===== src/rtl/bus_own_pkg.sv =====
package bus_own_pkg;

   typedef enum logic [1:0] {
      OWN_IDLE = 2'd0,
      OWN_REQ  = 2'd1,
      OWN_ADDR = 2'd2,
      OWN_XFER = 2'd3
   } own_state_e;

   function automatic logic even_par(input logic [63:0] ad, input logic [7:0] cbe);
      even_par = (^ad) ^ (^cbe);
   endfunction

endpackage


===== src/rtl/bus_own_fsm.sv =====
module bus_own_fsm
   import bus_own_pkg::*;
(
   input  logic       clk,
   input  logic       rst_n,
   input  logic       mst_req_i,
   input  logic       gnt_n_i,
   input  logic       idle_i,
   input  logic       frame_n_i,
   input  logic       parked_i,
   output logic       req_d_o,
   output logic       to_idle_o,
   output logic       req_n_o,
   output logic       start_o
);

   own_state_e state_q, state_d;
   logic       start_d;

   always_comb begin
      state_d = state_q;
      start_d = 1'b0;
      unique case (state_q)
         OWN_IDLE: begin
            if (mst_req_i) begin
               if (parked_i && !gnt_n_i && idle_i) begin
                  state_d = OWN_ADDR;
                  start_d = 1'b1;
               end else begin
                  state_d = OWN_REQ;
               end
            end
         end
         OWN_REQ: begin
            if (!mst_req_i) begin
               state_d = OWN_IDLE;
            end else if (!gnt_n_i && idle_i) begin
               state_d = OWN_ADDR;
               start_d = 1'b1;
            end
         end
         OWN_ADDR: begin
            if (!frame_n_i) state_d = OWN_XFER;
         end
         OWN_XFER: begin
            if (idle_i) state_d = mst_req_i ? OWN_REQ : OWN_IDLE;
         end
         default: state_d = OWN_IDLE;
      endcase
   end

   assign req_d_o   = (state_d == OWN_REQ) || (state_d == OWN_ADDR) ||
                      ((state_d == OWN_XFER) && mst_req_i);
   assign to_idle_o = (state_d == OWN_IDLE);

   always_ff @(posedge clk or negedge rst_n) begin
      if (!rst_n) begin
         state_q <= OWN_IDLE;
         req_n_o <= 1'b1;
         start_o <= 1'b0;
      end else begin
         state_q <= state_d;
         req_n_o <= !req_d_o;
         start_o <= start_d;
      end
   end

endmodule


===== src/rtl/bus_own_park.sv =====
module bus_own_park #(
   parameter int PAR_LAG = 1
) (
   input  logic clk,
   input  logic rst_n,
   input  logic gnt_n_i,
   input  logic idle_i,
   input  logic req_d_i,
   input  logic to_idle_i,
   output logic parked_o,
   output logic ad_oe_o,
   output logic cbe_oe_o,
   output logic par_oe_o
);

   logic               park_d;
   logic [PAR_LAG-1:0] chain_q;
   logic               par_q;

   assign park_d = !gnt_n_i && idle_i && !req_d_i && to_idle_i;

   always_ff @(posedge clk or negedge rst_n) begin
      if (!rst_n) chain_q[0] <= 1'b0;
      else        chain_q[0] <= park_d;
   end

   generate
      for (genvar i = 1; i < PAR_LAG; i++) begin : g_lag
         always_ff @(posedge clk or negedge rst_n) begin
            if (!rst_n) chain_q[i] <= 1'b0;
            else        chain_q[i] <= park_d && chain_q[i-1];
         end
      end
   endgenerate

   always_ff @(posedge clk or negedge rst_n) begin
      if (!rst_n) par_q <= 1'b0;
      else        par_q <= park_d && chain_q[PAR_LAG-1];
   end

   assign parked_o = chain_q[0];
   assign ad_oe_o  = chain_q[0];
   assign cbe_oe_o = chain_q[0];
   assign par_oe_o = par_q;

endmodule


===== src/rtl/bus_own_spare.sv =====
module bus_own_spare #(
   parameter int N_SPARE = 8
) (
   output logic [N_SPARE-1:0] spare_gnt_n_o
);

   generate
      for (genvar i = 0; i < N_SPARE; i++) begin : g_spare
         assign spare_gnt_n_o[i] = 1'b1;
      end
   endgenerate

endmodule


===== src/rtl/bus_own_ctl.sv =====
module bus_own_ctl
   import bus_own_pkg::*;
#(
   parameter int AD_W    = 32,
   parameter int CBE_W   = 4,
   parameter int N_SPARE = 8,
   parameter int PAR_LAG = 1
) (
   input  logic               clk,
   input  logic               rst_n,
   input  logic               mst_req_i,
   input  logic               gnt_n_i,
   input  logic               frame_n_i,
   input  logic               irdy_n_i,
   output logic               req_n_o,
   output logic               start_o,
   output logic               ad_oe_o,
   output logic               cbe_oe_o,
   output logic               par_oe_o,
   output logic [AD_W-1:0]    park_ad_o,
   output logic [CBE_W-1:0]   park_cbe_o,
   output logic               park_par_o,
   output logic [N_SPARE-1:0] spare_gnt_n_o
);

   localparam int BYTES = AD_W / 8;

   initial begin
      if (AD_W < 8 || AD_W > 64 || (AD_W % 8) != 0)
         $error("bus_own_ctl: AD_W must be a multiple of 8 from 8 to 64");
      if (CBE_W != BYTES)
         $error("bus_own_ctl: CBE_W must equal AD_W/8");
      if (N_SPARE < 1)
         $error("bus_own_ctl: N_SPARE must be at least 1");
      if (PAR_LAG < 1)
         $error("bus_own_ctl: PAR_LAG must be at least 1");
   end

   logic idle;
   logic req_d;
   logic to_idle;
   logic parked;

   assign idle = frame_n_i && irdy_n_i;

   bus_own_fsm u_fsm (
      .clk       (clk),
      .rst_n     (rst_n),
      .mst_req_i (mst_req_i),
      .gnt_n_i   (gnt_n_i),
      .idle_i    (idle),
      .frame_n_i (frame_n_i),
      .parked_i  (parked),
      .req_d_o   (req_d),
      .to_idle_o (to_idle),
      .req_n_o   (req_n_o),
      .start_o   (start_o)
   );

   bus_own_park #(.PAR_LAG(PAR_LAG)) u_park (
      .clk       (clk),
      .rst_n     (rst_n),
      .gnt_n_i   (gnt_n_i),
      .idle_i    (idle),
      .req_d_i   (req_d),
      .to_idle_i (to_idle),
      .parked_o  (parked),
      .ad_oe_o   (ad_oe_o),
      .cbe_oe_o  (cbe_oe_o),
      .par_oe_o  (par_oe_o)
   );

   bus_own_spare #(.N_SPARE(N_SPARE)) u_spare (
      .spare_gnt_n_o (spare_gnt_n_o)
   );

   assign park_ad_o  = '0;
   assign park_cbe_o = '0;
   assign park_par_o = even_par(64'(park_ad_o), 8'(park_cbe_o));

endmodule


===== config.mk =====
export PLATFORM = sky130hd
export DESIGN_NAME = bus_own_ctl
export DESIGN_NICKNAME = d
export VERILOG_FILES = /design/src/rtl/bus_own_pkg.sv /design/src/rtl/bus_own_fsm.sv /design/src/rtl/bus_own_park.sv /design/src/rtl/bus_own_spare.sv /design/src/rtl/bus_own_ctl.sv
export SDC_FILE = /design/constraint.sdc
export NUM_CORES = 1
export LEC_CHECK = 0
export BUFFER_PORTS_ARGS = -buffer_cell sky130_fd_sc_hd__buf_2
export CORE_ASPECT_RATIO = 1.1
export CORE_MARGIN = 2
export CORE_UTILIZATION = 40
export DETAILED_ROUTE_END_ITERATION = 16
export PLACE_DENSITY_LB_ADDON = 0.05
export SYNTH_ARGS = -nofsm -noshare
export SYNTH_HDL_FRONTEND = slang
export SYNTH_HIERARCHICAL = 1
export SYNTH_SLANG_ARGS = --single-unit

===== constraint.sdc =====
create_clock -name clk -period 5 [get_ports clk]
set_input_delay 0.75 -clock clk [delete_from_list [all_inputs] [get_ports clk]]
set_output_delay 0.75 -clock clk [all_outputs]
set_load 0.02 [all_outputs]

==> flow_metrics.py <==
metrics = {
    "drt": {
        "routed_via_density": 3.48,
        "wl_um": 754,
        "drtAntennaViolNets": 0,
        "vias": 365,
        "route.detailed.drc": 0,
        "post_drt_wl_per_cell_um": 7.18,
        "dr.pass1.iters": 1,
        "dr.first_iter.drc_count": 0,
    },
    "placed_design": {
        "place_area_um2": 542,
        "gp_congestion": 0.702,
        "dp_hpwl_um": 650,
        "portBuffers": 10,
        "dp_cells": 101,
    },
    "clock_network": {
        "clk-insertion-delay-late_ns": 0.24,
        "cts_buffers": 3,
        "clkSinkCount": 6,
        "path_clk_slew_ns": 0.05,
        "hold_buffers": 0,
        "cts_tree": "yes",
        "ctsResizeCount": 0,
        "postCtsSetupBuffers": 0,
        "cts-htree-levels": 1,
        "cts_root_buffer": "clkbuf_4",
        "cts_buffer_depth": 2,
    },
    "global_routing": {
        "track_usage": 0.0789,
        "grt_max_degree": 9,
        "grt_overflow": 0,
        "antenna_found_initial": 0,
        "grt_pass1_wl_um": 1090,
        "grt_pass1_vias": 274,
    },
    "synthesis": {
        "synth-seq-cells": 6,
        "synthDistinctLibCells": 21,
        "synth_area_um2": 662,
        "yosys.area.top_type_share": 0.533,
        "syn-mean-instance-area_um2": 8.49,
        "synth_area_leaders": "buf_4 (53%), dfrtp_1 (19%), dfstp_2 (4.0%), ha_1 (3.8%), and2_1 (1.9%)",
        "yosys.area.top_type": "buf_4",
        "synth_cells": 78,
        "synth_warnings": 6,
        "ys_seq_area_frac": 0.229,
    },
    "setup_path": {
        "setup.worst_path.class": "in2reg",
        "worst-r2r-cell-count": 8,
        "crit_slowest_cell": "ha_1",
        "worstReg2RegStart": "u_fsm/state_q[1]",
        "r2r_end": "u_park/par_oe_o",
        "cp_top_family": "simple AND/OR/NAND/NOR gates",
        "cp_max_fo": 4,
        "worst_path_largest_cell_delay_ns": 0.27,
        "cp_common_cell": "and2_1",
        "path_buf_inv": 2,
        "cp_cell_sequence": "buf_2 > and2_1 > and2b_1 > o22ai_1 > a22oi_1 > ha_1 > a21oi_1 > inv_1 > and4bb_1 > and2_1",
        "start_kind": "primary input",
        "crit_path_end_kind": "flop",
        "arrival_ns": 2.46,
        "critPathRequiredTime_ns": 5.18,
        "r2r_slack_ns": 3.07,
    },
    "layout": {
        "syn2layout_area_growth_pct": -14.2,
        "fillers": 184,
        "design_area_um2": 568,
        "nets": 97,
        "final-seq-area_um2": 151,
        "final_util": 0.365,
        "multiInputGateArea_um2": 308,
        "finalNonFillerCells": 105,
        "antenna_cells": 0,
        "layout-drive-gt1-share": 0.159,
        "final_common_cell": "conb_1",
        "mostFrequentLayoutCells": "conb_1 (45), buf_2 (10), dfrtp_1 (5)",
    },
    "floorplanning": {
        "rows": 15,
        "initial_core_util": 0.425,
        "die_w_um": 42.8,
        "coreArea_um2": 1560,
        "io_pins": 56,
        "die_area_um2": 2000,
        "die_height_um": 46.7,
    },
    "power_and_ir_drop": {
        "seq_power_share": 0.349,
        "pwr-share-comb": 0.444,
        "p_sw_uw": 101,
        "internal-power_uw": 128,
        "peakVddDrop_mv": 0.135,
        "switching_share": 0.443,
        "leakage_uw": 0.000349,
        "powerDensity_nw_per_um2": 403,
        "pwr-share-clk": 0.207,
    },
    "timing": {
        "skew_ns": 0.00761,
        "timing.fmax_ghz": 0.439,
        "hold_slack_ns": 0.316,
        "slew_viol_final": 0,
        "setup_tns_ns": 0,
        "min_period_over_period": 0.456,
        "finalCriticalPeriod_ns": 2.28,
        "setup_viol_count_final": 0,
        "rsz0062_at_grt": "no",
        "hold_viol": 0,
    },
    "job": {
        "maxCapViolations": 0,
    },
    "run_status": {
        "run_status": "complete, no violations",
    },
    "min_path": {
        "hold_path_class": "in2async",
    },
}
==> area by class of cell <==
class / instances / area share
Sequential cell: 6 / 0.267
Inverter: 3 / 0.0198
Tap cell: 17 / 0.0374
Multi-Input combinational cell: 65 / 0.542
Clock buffer: 4 / 0.0463
Timing Repair Buffer: 10 / 0.0881
==> worst max-delay path by stage <==
| stage | slack, ns | depth (start not counted) | from | endpoint |
|---|---|---|---|---|
| finish | 2.72 | 10 | frame_n_i | u_park/par_oe_o |
| global route | 2.59 | 10 | frame_n_i | u_park/par_oe_o |
| CTS | 2.72 | 10 | frame_n_i | u_park/par_oe_o |
| detailed placement | 2.45 | 10 | frame_n_i | u_park/par_oe_o |
| global placement | 2.43 | 10 | frame_n_i | u_park/par_oe_o |
| floorplan | 2.74 | 9 | frame_n_i | u_park/par_oe_o |
==> power by group through the flow <==
stage,clock network [uW],logic [uW],registers [uW]
floorplan,0,105,84.3
global placement,0,103,81.8
detailed placement,0,102,80.1
CTS,50.8,103,79.8
global route,53.1,115,82.8
finish,47.5,102,80.0
==> logic make-up after synthesis <==
logic type	share of synthesized area
AO/OA/AOI/OAI	0.0832
adder cells (fa/ha/maj)	0.0378
buffers and inverters	0.550
flip-flops	0.229
other	0.0113
AND/OR/NAND/NOR	0.0888
==> layer usage <==
metal  part of all wire  global-route usage  wire (um)  vias to the layer above
li1                   -                   -          -                      174
met3               0.13              0.0353         95                        2
met2               0.52               0.121        395                       25
met1               0.34              0.0802        258                      164
met5                  0                   0          0                        -
met4             0.0066              0.0750          5                        0
==> per-stage QoR <==
step           total power, uW  setup WS (ns)
2_1_floorplan              189           2.74
3_3_place_gp               185           2.43
3_5_place_dp               182           2.45
4_1_cts                    233           2.72
5_1_grt                    251           2.59
6_report                   229           2.72
==> Yosys cell counts (all sizes together) <==
library cell	instances
buf	47
dfrtp	5
inv	3
o21ai	3
a21oi	2
and2	2
conb	2
ha	2
a22o	1
a22oi	1
and2b	1
and4bb	1
dfstp	1
nand2b	1
nand3	1
nor2	1
nor2b	1
nor3	1
o21a	1
o22ai	1
==> flip-flops by register name, summed over array words and instances (netlist names) <==
signal / cells
u_park/ad_oe_o: 1
u_fsm/state_q: 2
u_fsm/req_n_o: 1
u_fsm/start_o: 1
u_park/par_oe_o: 1
==> worst reg2reg max path: stages (launching register included) <==
cell and delay, ns:
dfrtp_1 0.44, and2b_1 0.19, o22ai_1 0.17, a22oi_1 0.14
ha_1 0.30, a21oi_1 0.19, inv_1 0.06, and4bb_1 0.27
and2_1 0.12
No activity file was read; power rests on OpenSTA's default activity.
